==> config.mk <==
export PLATFORM = sky130hd
export DESIGN_NAME = vmem_plane_unit
export DESIGN_NICKNAME = d
export VERILOG_FILES = /design/src/rtl/vmem_pkg.sv /design/src/rtl/vmem_addr_map.sv /design/src/rtl/vmem_write_path.sv /design/src/rtl/vmem_read_path.sv /design/src/rtl/vmem_plane_unit.sv
export SDC_FILE = /design/constraint.sdc
export NUM_CORES = 1
export LEC_CHECK = 0
export BUFFER_PORTS_ARGS = -buffer_cell sky130_fd_sc_hd__buf_2
export CORE_ASPECT_RATIO = 0.9
export CORE_MARGIN = 2
export CORE_UTILIZATION = 45
export CTS_CLUSTER_SIZE = 14
export DETAILED_ROUTE_END_ITERATION = 6
export PLACE_DENSITY = 0.78
export SLEW_MARGIN = 10
export SYNTH_ARGS = -nofsm -noshare
export SYNTH_HDL_FRONTEND = slang
export SYNTH_SLANG_ARGS = --single-unit
==> constraint.sdc <==
create_clock -name clk -period 4.26 [get_ports clk]
set_clock_uncertainty 0.2 [all_clocks]
set_input_delay 0.426 -clock clk [delete_from_list [all_inputs] [get_ports clk]]
set_output_delay 0.426 -clock clk [all_outputs]
set_load 0.05 [all_outputs]
==> src/rtl/vmem_pkg.sv <==
package vmem_pkg;
    localparam int NPLANE = 4;
    localparam int PW     = 8;
    localparam int WORD_W = NPLANE * PW;

    typedef enum logic [0:0] {
        ST_IDLE,
        ST_READ_WAIT
    } vm_state_e;

    typedef enum logic [1:0] {
        ALU_PASS = 2'd0,
        ALU_AND  = 2'd1,
        ALU_OR   = 2'd2,
        ALU_XOR  = 2'd3
    } vm_alu_e;
endpackage

==> src/rtl/vmem_addr_map.sv <==
module vmem_addr_map
    import vmem_pkg::*;
#(
    parameter int WIN_W = 17
) (
    input  logic [WIN_W-1:0] host_addr,
    input  logic [1:0]       map_mode,
    input  logic             chain4_en,
    input  logic             odd_even_en,
    input  logic [1:0]       plane_sel,
    output logic             hit,
    output logic [WIN_W-1:0] word_addr,
    output logic [1:0]       lane,
    output logic             planar
);
    localparam logic [WIN_W-1:0] BASE_HI  = WIN_W'(1) << (WIN_W - 1);
    localparam logic [WIN_W-1:0] BASE_TOP = BASE_HI + (BASE_HI >> 1);

    logic [WIN_W-1:0] off;

    // window decode: base subtraction and limit per map mode
    always_comb begin
        unique case (map_mode)
            2'd0: begin off = host_addr;            hit = 1'b1; end
            2'd1: begin off = host_addr;            hit = host_addr < BASE_HI; end
            2'd2: begin off = host_addr - BASE_HI;  hit = (host_addr >= BASE_HI) && (host_addr < BASE_TOP); end
            default: begin off = host_addr - BASE_TOP; hit = host_addr >= BASE_TOP; end
        endcase
    end

    // addressing scheme: chain-4 beats odd/even beats planar
    always_comb begin
        if (chain4_en) begin
            word_addr = off >> 2;
            lane      = off[1:0];
            planar    = 1'b0;
        end else if (odd_even_en) begin
            word_addr = off >> 1;
            lane      = {plane_sel[1], off[0]};
            planar    = 1'b0;
        end else begin
            word_addr = off;
            lane      = plane_sel;
            planar    = 1'b1;
        end
    end
endmodule

==> src/rtl/vmem_write_path.sv <==
module vmem_write_path
    import vmem_pkg::*;
(
    input  logic [PW-1:0]     host_data,
    input  logic [WORD_W-1:0] latch,
    input  logic [1:0]        write_mode,
    input  logic [2:0]        rot_cnt,
    input  logic [1:0]        alu_fn,
    input  logic [NPLANE-1:0] sr_val,
    input  logic [NPLANE-1:0] sr_en,
    input  logic [PW-1:0]     bit_mask,
    output logic [WORD_W-1:0] wdata
);
    logic [PW-1:0] rot;

    always_comb begin
        for (int b = 0; b < PW; b++) begin
            rot[b] = host_data[(b + int'(rot_cnt)) % PW];
        end
    end

    for (genvar p = 0; p < NPLANE; p++) begin : g_plane
        logic [PW-1:0] lat_p, src_p, alu_p, msk_p;
        assign lat_p = latch[p*PW +: PW];

        // stage 1: source data and effective mask by write mode
        always_comb begin
            unique case (write_mode)
                2'd0: begin src_p = sr_en[p] ? {PW{sr_val[p]}} : rot; msk_p = bit_mask; end
                2'd1: begin src_p = lat_p;                      msk_p = '1; end
                2'd2: begin src_p = {PW{host_data[p]}};         msk_p = bit_mask; end
                default: begin src_p = {PW{sr_val[p]}};         msk_p = bit_mask & rot; end
            endcase
        end

        // stage 2: ALU against the latch (bypassed in mode 1)
        always_comb begin
            if (write_mode == 2'd1) begin
                alu_p = src_p;
            end else begin
                unique case (vm_alu_e'(alu_fn))
                    ALU_PASS: alu_p = src_p;
                    ALU_AND:  alu_p = src_p & lat_p;
                    ALU_OR:   alu_p = src_p | lat_p;
                    ALU_XOR:  alu_p = src_p ^ lat_p;
                endcase
            end
        end

        // stage 3: bit-mask merge with the latch
        assign wdata[p*PW +: PW] = (alu_p & msk_p) | (lat_p & ~msk_p);
    end
endmodule

==> src/rtl/vmem_read_path.sv <==
module vmem_read_path
    import vmem_pkg::*;
(
    input  logic [WORD_W-1:0] word,
    input  logic              read_mode,
    input  logic [1:0]        plane_sel,
    input  logic [NPLANE-1:0] cmp_val,
    input  logic [NPLANE-1:0] cmp_care,
    output logic [PW-1:0]     rdata
);
    logic [PW-1:0] match;

    for (genvar b = 0; b < PW; b++) begin : g_bit
        logic [NPLANE-1:0] col;
        for (genvar p = 0; p < NPLANE; p++) begin : g_pl
            assign col[p] = word[p*PW + b];
        end
        assign match[b] = &(~cmp_care | ~(col ^ cmp_val));
    end

    assign rdata = read_mode ? match : word[plane_sel*PW +: PW];
endmodule

==> src/rtl/vmem_plane_unit.sv <==
module vmem_plane_unit
    import vmem_pkg::*;
#(
    parameter int WIN_W = 17
) (
    input  logic              clk,
    input  logic              rst_n,
    input  logic              req_valid,
    input  logic              req_write,
    input  logic [WIN_W-1:0]  req_addr,
    input  logic [PW-1:0]     req_wdata,
    output logic              req_ready,
    output logic              rsp_valid,
    output logic [PW-1:0]     rsp_rdata,
    input  logic [1:0]        map_mode,
    input  logic              chain4_en,
    input  logic              odd_even_en,
    input  logic [1:0]        plane_sel,
    input  logic              read_mode,
    input  logic [1:0]        write_mode,
    input  logic [2:0]        rot_cnt,
    input  logic [1:0]        alu_fn,
    input  logic [NPLANE-1:0] sr_val,
    input  logic [NPLANE-1:0] sr_en,
    input  logic [NPLANE-1:0] cmp_val,
    input  logic [NPLANE-1:0] cmp_care,
    input  logic [PW-1:0]     bit_mask,
    input  logic [NPLANE-1:0] map_mask,
    output logic              mem_rd_en,
    output logic              mem_wr_en,
    output logic [WIN_W-1:0]  mem_addr,
    output logic [NPLANE-1:0] mem_be,
    output logic [WORD_W-1:0] mem_wdata,
    input  logic [WORD_W-1:0] mem_rdata
);
    vm_state_e         state_q, state_d;
    logic [WORD_W-1:0] latch_q;
    logic [1:0]        lane_q;
    logic              planar_q;

    logic              am_hit, am_planar;
    logic [WIN_W-1:0]  am_word;
    logic [1:0]        am_lane;
    logic [WORD_W-1:0] wp_data;
    logic [PW-1:0]     rp_data;
    logic [NPLANE-1:0] lane_oh;
    logic              accept;

    vmem_addr_map #(.WIN_W(WIN_W)) u_map (
        .host_addr   (req_addr),
        .map_mode    (map_mode),
        .chain4_en   (chain4_en),
        .odd_even_en (odd_even_en),
        .plane_sel   (plane_sel),
        .hit         (am_hit),
        .word_addr   (am_word),
        .lane        (am_lane),
        .planar      (am_planar)
    );

    vmem_write_path u_wr (
        .host_data  (req_wdata),
        .latch      (latch_q),
        .write_mode (write_mode),
        .rot_cnt    (rot_cnt),
        .alu_fn     (alu_fn),
        .sr_val     (sr_val),
        .sr_en      (sr_en),
        .bit_mask   (bit_mask),
        .wdata      (wp_data)
    );

    vmem_read_path u_rd (
        .word      (mem_rdata),
        .read_mode (read_mode),
        .plane_sel (plane_sel),
        .cmp_val   (cmp_val),
        .cmp_care  (cmp_care),
        .rdata     (rp_data)
    );

    assign accept = (state_q == ST_IDLE) && req_valid;

    always_comb begin
        lane_oh          = '0;
        lane_oh[am_lane] = 1'b1;
    end

    // state register
    always_ff @(posedge clk or negedge rst_n) begin
        if (!rst_n) state_q <= ST_IDLE;
        else        state_q <= state_d;
    end

    // next state and memory-side outputs
    always_comb begin
        state_d   = state_q;
        req_ready = 1'b0;
        mem_rd_en = 1'b0;
        mem_wr_en = 1'b0;
        mem_be    = '0;
        mem_addr  = am_word;
        mem_wdata = am_planar ? wp_data : {NPLANE{req_wdata}};
        unique case (state_q)
            ST_IDLE: begin
                req_ready = 1'b1;
                if (req_valid && am_hit) begin
                    if (req_write) begin
                        mem_wr_en = 1'b1;
                        mem_be    = am_planar ? map_mask : (lane_oh & map_mask);
                    end else begin
                        mem_rd_en = 1'b1;
                        state_d   = ST_READ_WAIT;   // IDLE->READ_WAIT
                    end
                end
            end
            ST_READ_WAIT: state_d = ST_IDLE;        // READ_WAIT->IDLE
        endcase
    end

    // response and latch registers
    always_ff @(posedge clk or negedge rst_n) begin
        if (!rst_n) begin
            rsp_valid <= 1'b0;
            rsp_rdata <= '0;
            latch_q   <= '0;
            lane_q    <= '0;
            planar_q  <= 1'b0;
        end else begin
            rsp_valid <= 1'b0;
            if (accept) begin
                lane_q   <= am_lane;
                planar_q <= am_planar;
                if (req_write || !am_hit) rsp_valid <= 1'b1;
                if (!req_write && !am_hit) rsp_rdata <= '1;
            end
            if (state_q == ST_READ_WAIT) begin
                rsp_valid <= 1'b1;
                rsp_rdata <= planar_q ? rp_data : mem_rdata[lane_q*PW +: PW];
                if (planar_q) latch_q <= mem_rdata;
            end
        end
    end

    assert_no_rdwr_R12: assert property (@(posedge clk) disable iff (!rst_n)
        !(mem_rd_en && mem_wr_en));
    assert_read_resp_R12: assert property (@(posedge clk) disable iff (!rst_n)
        (state_q == ST_READ_WAIT) |=> rsp_valid);
    assert_miss_quiet_R1: assert property (@(posedge clk) disable iff (!rst_n)
        (accept && !am_hit) |-> (!mem_rd_en && !mem_wr_en));
    assert_plane_mask_R11: assert property (@(posedge clk) disable iff (!rst_n)
        mem_wr_en |-> ((mem_be & ~map_mask) == '0));
    assert_byte_lane_R2: assert property (@(posedge clk) disable iff (!rst_n)
        (mem_wr_en && !am_planar) |-> ($countones(mem_be) <= 1));
    assert_latch_hold_R4: assert property (@(posedge clk) disable iff (!rst_n)
        (state_q != ST_READ_WAIT) |=> $stable(latch_q));
endmodule

After elaboration in Yosys (flattened, before gate mapping)
Cells that the tools add are included.
- add/sub/neg operators: 9
- $lt $le $gt $ge: 14
- eq/ne operators: 7
- shifts and indexed selects: 2
- multiplexer cells: 71
- bitwise gates (word level): 60
- reduce and logical (&&, ||, !) cells: 32
- operators with widths (kind ; number):
    case mux 8 bit (4 select lines) ; 4
    bitwise AND 8 bit ; 13
    two-way mux 8 bit ; 13
    case mux 8 bit (3 select lines) ; 4
    OR 8 bit ; 8
    indexed part select 32 x 6 -> 8 bit ; 2
    NOT 4 bit ; 9
    < comparator 4 x 5 -> 1 bit, second input constant ; 7
    >= comparator 17 bit, second input constant ; 2
    < comparator 17 bit, second input constant ; 2
    two-way mux 17 bit ; 2
    case mux 17 bit (2 select lines) ; 1
    subtractor 17 bit, second input constant ; 2
    two-way mux 32 bit ; 1
    OR 4 bit ; 8
    AND reduction 4 bit ; 8
    bitwise XOR 4 bit ; 8
    bitwise XOR 8 bit ; 4
    two-way mux 1 bit ; 29
    binary-select mux 1 bit (select 3 bit) ; 8
    OR reduction 3 bit ; 7
    two-way mux 4 bit ; 4
    case mux 8 bit (2 select lines) ; 1
    adder 3 bit, first input constant ; 4
    22 further kinds ; 44
- register bits: 45
- input bits: 103
- word-level logic and storage cells: 201

Depth between registers and ports, before layout
Gate-level depths: netlist (run 1).
- depth in word-level cells: 14
- gate-level depth with buffers: 14
- depth with buffers taken out: 13

By module
From an unflattened synthesis (run 1), not the netlist that was laid out.
- cells, all modules: 834
- area total of the unflattened synthesis: 6865.3 sq um
- modules (own cells, without submodules) (module ; instances ; cells each ; area each (sq um) ; seq. area each (sq um)):
    vmem_write_path ; 1 ; 454 ; 3268.1 ; 0.0
    vmem_plane_unit ; 1 ; 218 ; 2339.7 ; 1126.1
    vmem_read_path ; 1 ; 84 ; 758.2 ; 0.0
    vmem_addr_map ; 1 ; 78 ; 499.2 ; 0.0

Worst setup path before layout (run 1)
OpenSTA, ideal clock, no wires.
- path type: input to output
- start: input rot_cnt[0]
- end: output mem_wdata[3]
- data arrival time: 3.319 ns
- data required time: 3.634 ns
- path slack: 0.315 ns
- stages on the path: 14
- cell sequence: buf_6 > inv_1 > ha_1 > mux4_1 > mux2_2 > o21ai_0 > nand2_1 > a21o_1 > ha_1 > nand2b_1 > a21oi_1 > a21oi_1 > o211ai_1 > nand3_1
- cells in the longest elaborated chain, start to end: 12
- elaborated cells between the ends (all ways): 18
- those cells by class: 1 x add/sub; 9 x mux; 8 x bitwise
- ends and longest elaborated chain (item ; line ; text):
    from (decl) ; vmem_plane_unit.sv:21 ; input logic [2:0] rot_cnt,
    adder 2 x 3 -> 3 bit (*) ; vmem_write_path.sv:18 ; rot[b] = host_data[(b + int'(rot_cnt)) % PW];
    binary-select mux 1 bit (select 3 bit) (*) ; vmem_write_path.sv:18 ;
    two-way mux 1 bit (implied by the code) (*) (2 in a row) ; vmem_write_path.sv:18 ;
    two-way mux 8 bit ; vmem_write_path.sv:29 ; 2'd0: begin src_p = sr_en[p] ? {PW{sr_val[p]}} : rot; msk_p = bit_mask; end
    case mux 8 bit (3 select lines) ; vmem_write_path.sv:28 ; unique case (write_mode)
    bitwise XOR 8 bit (tied with other cells) ; vmem_write_path.sv:45 ; ALU_XOR: alu_p = src_p ^ lat_p;
    case mux 8 bit (4 select lines) ; vmem_write_path.sv:41 ; unique case (vm_alu_e'(alu_fn))
    two-way mux 8 bit ; vmem_write_path.sv:38 ; if (write_mode == 2'd1) begin
    bitwise AND 8 bit ; vmem_write_path.sv:51 ; assign wdata[p*PW +: PW] = (alu_p & msk_p) | (lat_p & ~msk_p);
    OR 8 bit (*) ; vmem_write_path.sv:51 ;
    two-way mux 32 bit (*) ; vmem_plane_unit.sv:103 ; mem_wdata = am_planar ? wp_data : {NPLANE{req_wdata}};
    to (decl) ; vmem_plane_unit.sv:33 ; output logic [WORD_W-1:0] mem_wdata,
Every way passes the cells marked *; elsewhere a longest branch is shown, timed or not. The select of a mux whose other input is x is not followed.

Worst setup path after layout (run 1)
- start: input rot_cnt[1]
- end: output mem_wdata[19]
The elaborated chain is that of the path after synthesis.

==> summary.md, run 1 <==
| Metric | Value |
|---|---|
| Placed insts | approximately 1100 |
| Die width | about 130 um |
| Netlist cell types | 48 |
| Peak supply drop | 0.000231 V |
| Core Area | 14000 um2 |
| Total Wirelength | 20700 um |
| Post-route DRC | 0 |
| Port Buffers | roughly 170 |
| WL per Instance | between 15 and 20 um |
| Sequential Area | approximately 1100 um2 |
| R2R cell count | 3 |
| ANT nets after route | 0 |
| Worst-Margin Slew | 1020 ps |
| Number of global-route vias before repair | 6619 |
| Crit path capture type | output port |
| Ys Warns | 0 |
| Worst min path class | input port to asynchronous set/reset pin |
| Clock insertion delay at the later pin of the skew report | 290 ps |
| Synth area leader | dfrtp_1 |
| Max Clk Rate | 245 MHz |
| Fin Setup TNS | 0 ps |
| Share of cells above drive strength 1 | 0.286 |
| Fin. max-slew vios | 0 |
| Critical path peak fanout | 5 |
| Final hold violations | 0 |
| Pin count of the biggest net entering global routing | 46 |
| Max Cap Viol | 0 |
| Die ar. | 15300 um2 |
| CP Launch Point | rot_cnt[1] |
| I/O Pins | 168 |
| Global route total overflow | 0 |
| Initial antenna violation count | 0 |
| Filler instances | 1316 |
| Setup Fix Bufs, Post-CTS | 0 |
| DP HPWL | 15500 um |
| RSZ-0062 raised after global routing | no |
| Fin crit share | 0.958 |
| Worst-path clk slew | ~70 ps |
| Num CTS Buffers | 5 |
| Height of the chip | about 120 um |
| Slew margin rel. | 0.317 |
| Flop2flop setup slack | 2330 ps |
| DRT Pass-1 Iters | 5 |
| Startpoint types | input port |
| Sequential fraction of the synthesis area | 0.175 |
| Clock sink count | 45 |
| Most frequent cell after synthesis | o21ai_0 |
| Vias | between 6000 and 7000 |
| Leak | about 3.5 nW |
| Total global-route track usage | 0.265 |
| Setup Viol. Count Final | 0 |
| CTS Buffer Depth | 2 |
| Via/cell ratio | 6.14 |
| Seq cells post-synth | 45 |
| TritonCTS clock tree | done |
| Async S/R FF share, synth | 1.00 |
| H-tree Lvls | 2 |
| Layout net count | 1084 |
| Post-Syn Area per Cell | 7.87 um2 |
| Reg-to-reg endpoint | rsp_rdata[7] |
| Predominant post-synthesis flop cell | dfrtp_1 |
| Final min period | 4080 ps |
| # rows | 41 |
| Layout Cells excl Fill | about 1100 |
| Synth cell count leaders | o21ai_0 (116), a21oi_1 (112), nand2_1 (80), nand3_1 (51), dfrtp_1 (45) |
| Worst r2r src | lane_q[0] |
| Cts hold-fix bufs | 0 |
| Synth Instances | 817 |
| Post-Syn Nets | approximately 960 |
| First-pass GRT wire length | approximately 33000 um |
| Layout area overhead | 16.9% |
| Top post-synthesis cells by area | dfrtp_1 (18%), o21ai_0 (9.0%), a21oi_1 (8.7%) |
| GPL Wtd Cong | 0.904 |
| Outcome | completed |
| Root buffer selected by CTS | clkbuf_16 |
| PD cells | 350 nW/um2 |
| DRT iter0 DRCs | 680 |
| Ant. Diodes | 0 |
| EDFF count, synth | 0 |
| Setup CP Type | input port to output port |
| Req. time, crit path | roughly 3600 ps |
| WP data arrival | 3450 ps |
| Mapped cell area | 6430 um2 |
| Area of the multi-input gates | 5000 um2 |
| Starting Density | 0.459 |
| Yosys top cell area share | 0.175 |
kinds of logic (layout without fill, tap and decap cells):
| group | after synthesis | in the layout | synth area share |
|---|---|---|---|
| AOI/OAI and AO/OA | 336 | 336 | 0.308 |
| xor gates and xnor gates | 35 | 35 | 0.0477 |
| adders and majority gates | 36 | 36 | 0.0701 |
| buffers and inverters | 71 | 200 | 0.0496 |
| DFF | 45 | 45 | 0.175 |
| muxes | 88 | 88 | 0.196 |
| and+or+nand+nor | 206 | 206 | 0.153 |
how the worst max path moves through the flow:
stage / to / cells after the start
2_1_floorplan: mem_wdata[3] / 14
5_1_grt: mem_wdata[23] / 15
6_report: mem_wdata[19] / 15
3_5_place_dp: mem_wdata[19] / 15
3_3_place_gp: mem_wdata[19] / 15
4_1_cts: mem_wdata[19] / 15
report_power, final:
group          total, mW  leakage [nW]  switching [mW]  internal [mW]
logic               1.39          2.92           0.821          0.570
registers          0.781         0.518           0.226          0.555
clock network      0.459        0.0848           0.178          0.281
stage by stage:
step / total power [mW] / cell area [um2] / hold WS (ps) / setup slack, ps / utilization
after floorplan: 1.79 / 6430 / -69.6 / 315 / -
after global placement: 2.11 / 7330 / 312 / 212 / 0.523
after detailed placement: 2.16 / 7330 / 318 / 159 / 0.523
after CTS: 2.62 / 7500 / 123 / 156 / 0.536
after global routing: 2.82 / 7510 / 140 / 14.7 / 0.537
final: 2.63 / 7510 / 115 / 180 / 0.537
flip-flops by register name, summed over array words and instances (netlist names):
name       cells
latch_q       32
rsp_valid      1
planar_q       1
state_q        1
rsp_rdata      8
lane_q         2
worst max-delay path: stages:
cell	delay (ps)
buf_2	120
inv_1	100
ha_4	310
mux4_1	560
mux2_2	330
o21ai_0	180
nand2_1	90
a21o_1	170
ha_1	250
nand2b_1	150
a21oi_1	150
a21oi_1	60
o211ai_1	210
nand3_1	120
buf_2	230
repair_timing:
item,CTS,global route
endpoints found under the setup margin,0,6
gates resized for setup,0,1
hold endpoints to repair,0,0
layout make-up:
class                      instances  share of cell area
timing repair buffer             179               0.123
sequential                        45               0.150
inverter                          13             0.00649
tap                              193              0.0321
clock inverter                     3             0.00633
clock buffer                       5              0.0167
multi-input combinational        701               0.665
placed cells by master, fill, tap and decap left out, types with 5 or more instances in the layout:
cell type,count
nand2_1,80
nand2b_1,39
a21oi_1,112
o21ai_1,16
clkbuf_16,5
buf_4,12
o211ai_1,17
nor2_1,18
mux2i_1,19
nand3_1,51
inv_1,13
mux4_2,19
dfrtp_1,45
a22oi_1,16
xor2_1,34
ha_1,35
a21o_1,33
o21a_1,6
buf_2,167
mux2_2,44
o21ai_0,116
mux4_1,5
metal layers:
| metal | track usage | share of wire | routed length [um] |
|---|---|---|---|
| met2 | 0.441 | 0.47 | 9710 |
| met5 | 0 | 0 | 0 |
| met4 | 0.0753 | 0.026 | 528 |
| met1 | 0.358 | 0.42 | 8680 |
| met3 | 0.0374 | 0.086 | 1780 |
No activity file was read; power rests on OpenSTA's default activity.
==> inputs of run 2 (changes only) <==
==> constraint.sdc (replaced) <==
create_clock -name clk -period 4.26 [get_ports clk]
set_clock_uncertainty 0.2 [all_clocks]
set_input_delay 0.639 -clock clk [delete_from_list [all_inputs] [get_ports clk]]
set_output_delay 0.639 -clock clk [all_outputs]
set_load 0.05 [all_outputs]
==> run 2 against run 1 <==
Effect of this change:
- design area up 7.4%
- combinational power up 10%
- total power up 4.9%
- clock power down 4%
- sequential cell count unchanged
- global-route usage up 1.4 points
- hold slack better by 200 ps
- highest routed layer unchanged
- largest power group unchanged
==> summary.md, run 2 (same netlist as run 1, synthesis figures left out) <==
| Metric | Value |
|---|---|
| Fin. max-slew vios | 0 |
| RSZ-0062 raised after global routing | yes |
| Core Area | 14000 um2 |
| Clock insertion delay at the later pin of the skew report | about 290 ps |
| CTS Buffer Depth | 2 |
| Global route total overflow | 0 |
| Share of cells above drive strength 1 | 0.342 |
| H-tree Lvls | 2 |
| Met1 Wirelength | 8230 um |
| Startpoint types | input port |
| Crit path capture type | output port |
| Largest register FFs | 32 |
| Root buffer selected by CTS | clkbuf_16 |
| Height of the chip | about 120 um |
| Ant. Diodes | 0 |
| DRT iter0 DRCs | 789 |
| Most frequent cells in the layout | buf_2 (137), o21ai_0 (102), a21oi_1 (97) |
| Port Buffers | 167 |
| Peak supply drop | about 0.00019 V |
| Die width | 130 um |
| Post-route DRC | 0 |
| I/O Pins | 168 |
| Biggest regs | latch_q x32, rsp_rdata x8, lane_q x2 |
| TritonCTS clock tree | done |
| Die ar. | 15300 um2 |
| Worst-path clk slew | 70 ps |
| Critical path's top delay family | multiplexers |
| Number of global-route vias before repair | just under 7000 |
| Metal3 WL | 2030 um |
| Setup Viol. Count Final | 0 |
| Total Wirelength | between 20000 and 25000 um |
| Vias | 7282 |
| Critical path peak fanout | 5 |
| Clock sink count | 45 |
| Via/cell ratio | 6.25 |
| ANT nets after route | 0 |
| DP HPWL | 15600 um |
| Req. time, crit path | 3420 ps |
| R2R cell count | 3 |
| Layout Cells excl Fill | 1166 |
| Starting Density | 0.459 |
| Setup CP Type | input port to output port |
| Met2 WL post-DR | 10400 um |
| Highest routed metal layer | met4 |
| Max Clk Rate | 235 MHz |
| Cts hold-fix bufs | 0 |
| Fin crit share | 0.998 |
| Crit path max-delay cell type | mux4_2 |
| Total global-route track usage | 0.279 |
| Slew margin rel. | 0.329 |
| Critical-path cell list | buf_8 -> inv_4 -> ha_4 -> mux4_2 -> mux2_4 -> o21ai_2 -> nand2_1 -> a21o_1 -> ha_1 -> nand2b_4 -> a21oi_2 -> a21oi_2 -> o211ai_1 -> nand3_4 -> buf_8 |
| # rows | 41 |
| DRT Pass-1 Iters | 5 |
| WL per Instance | 18.4 um |
| Outcome | completed |
| Reg-to-reg endpoint | rsp_rdata[3] |
| First-pass GRT wire length | 34500 um |
| Most flops, register | latch_q |
| Worst min path class | input port to asynchronous set/reset pin |
| Critical path depth in cells | 15 |
| Layout area overhead | 25.6% |
| Filler instances | ~1300 |
| Num CTS Buffers | 5 |
| Slowest cell delay on critical path | 520 ps |
| Worst-Margin Slew | about 1000 ps |
| GPL Wtd Cong | 0.940 |
| Initial antenna violation count | 0 |
| Max Cap Viol | 0 |
| Final min period | ~4300 ps |
| Pin count of the biggest net entering global routing | 65 |
| Core Util, Final | 0.576 |
| Leak | 3.78 nW |
| Final hold violations | 0 |
| Commonest non-fill, non-tap cell in the layout | buf_2 |
| Worst r2r src | lane_q[0] |
| Layout net count | approximately 1100 |
| Placed insts | 1149 |
| Flop2flop setup slack | 2380 ps |
| Area after DPL | 7550 um2 |
| PD cells | 342 nW/um2 |
| Finished Cell Area | 8070 um2 |
| WP buf/inv | 3 |
| WP data arrival | 3410 ps |
## run 2: cell count changes in the layout (fill, tap and decap cells not counted), moves of 6 or more
cell | previous run | this run
buf_4 | 12 | 47
buf_2 | 167 | 137
a21oi_1 | 112 | 97
a21oi_2 | 2 | 17
o21ai_0 | 116 | 102
buf_6 | 0 | 12
o21ai_1 | 16 | 26
nand3_1 | 51 | 42
mux2_2 | 44 | 37
mux2_4 | 1 | 8
buf_8 | 0 | 6
nand3_2 | 0 | 6
## run 2: worst max path at each step
stage	from	to	slack [ps]
2_1_floorplan	rot_cnt[0]	mem_wdata[3]	-9
3_3_place_gp	rot_cnt[1]	mem_wdata[23]	-190
3_5_place_dp	rot_cnt[1]	mem_wdata[27]	-220
4_1_cts	rot_cnt[1]	mem_wdata[23]	-2
5_1_grt	rot_cnt[1]	mem_wdata[23]	-140
6_report	rot_cnt[0]	mem_wdata[23]	9
## run 2: per-stage QoR
stage          setup WS, ps  setup TNS (ps)  hold WS (ps)  total power, mW
2_1_floorplan         -8.87           -8.87           143             1.80
6_report               8.91               0           315             2.76
3_5_place_dp           -216           -1560           316             2.20
3_3_place_gp           -194            -912           309             2.14
5_1_grt                -143           -1100           344             2.97
4_1_cts               -1.65           -1.65           331             2.68
## run 2: per-layer routing
| layer | GRT usage | vias to the layer above |
|---|---|---|
| li1 | - | 3342 |
| met1 | 0.354 | 3449 |
| met2 | 0.472 | 419 |
| met3 | 0.0484 | 72 |
| met4 | 0.102 | 0 |
| met5 | 0 | - |
## run 2: final cells by class
cell class | instances | area (um2) | area share
multi-input cells | 701 | 5160 | 0.640
clock buffers | 6 | 129 | 0.0160
flip-flops and latches | 45 | 1130 | 0.139
repair buffers | 206 | 1320 | 0.163
inverters | 13 | 53.8 | 0.00666
well taps | 193 | 241 | 0.0299
clock inverters | 2 | 38.8 | 0.00480
## run 2: power breakdown
part	switching (mW)	internal (mW)	total, mW
logic	0.868	0.664	1.53
clock network	0.164	0.278	0.442
registers	0.230	0.555	0.785
## run 2: worst register-to-register path, cell delays in order (launching register included)
cell and delay [ps]:
dfrtp_1 690, mux4_2 570, o21ai_0 190, a21oi_1 90
## run 2: timing repair
item / 4_1_cts / 5_1_grt
pin swaps: 11 / 39
gates cloned: 0 / 0
resized for setup: 33 / 85
setup buffers: 5 / 4
endpoints found under the setup margin: 20 / 30
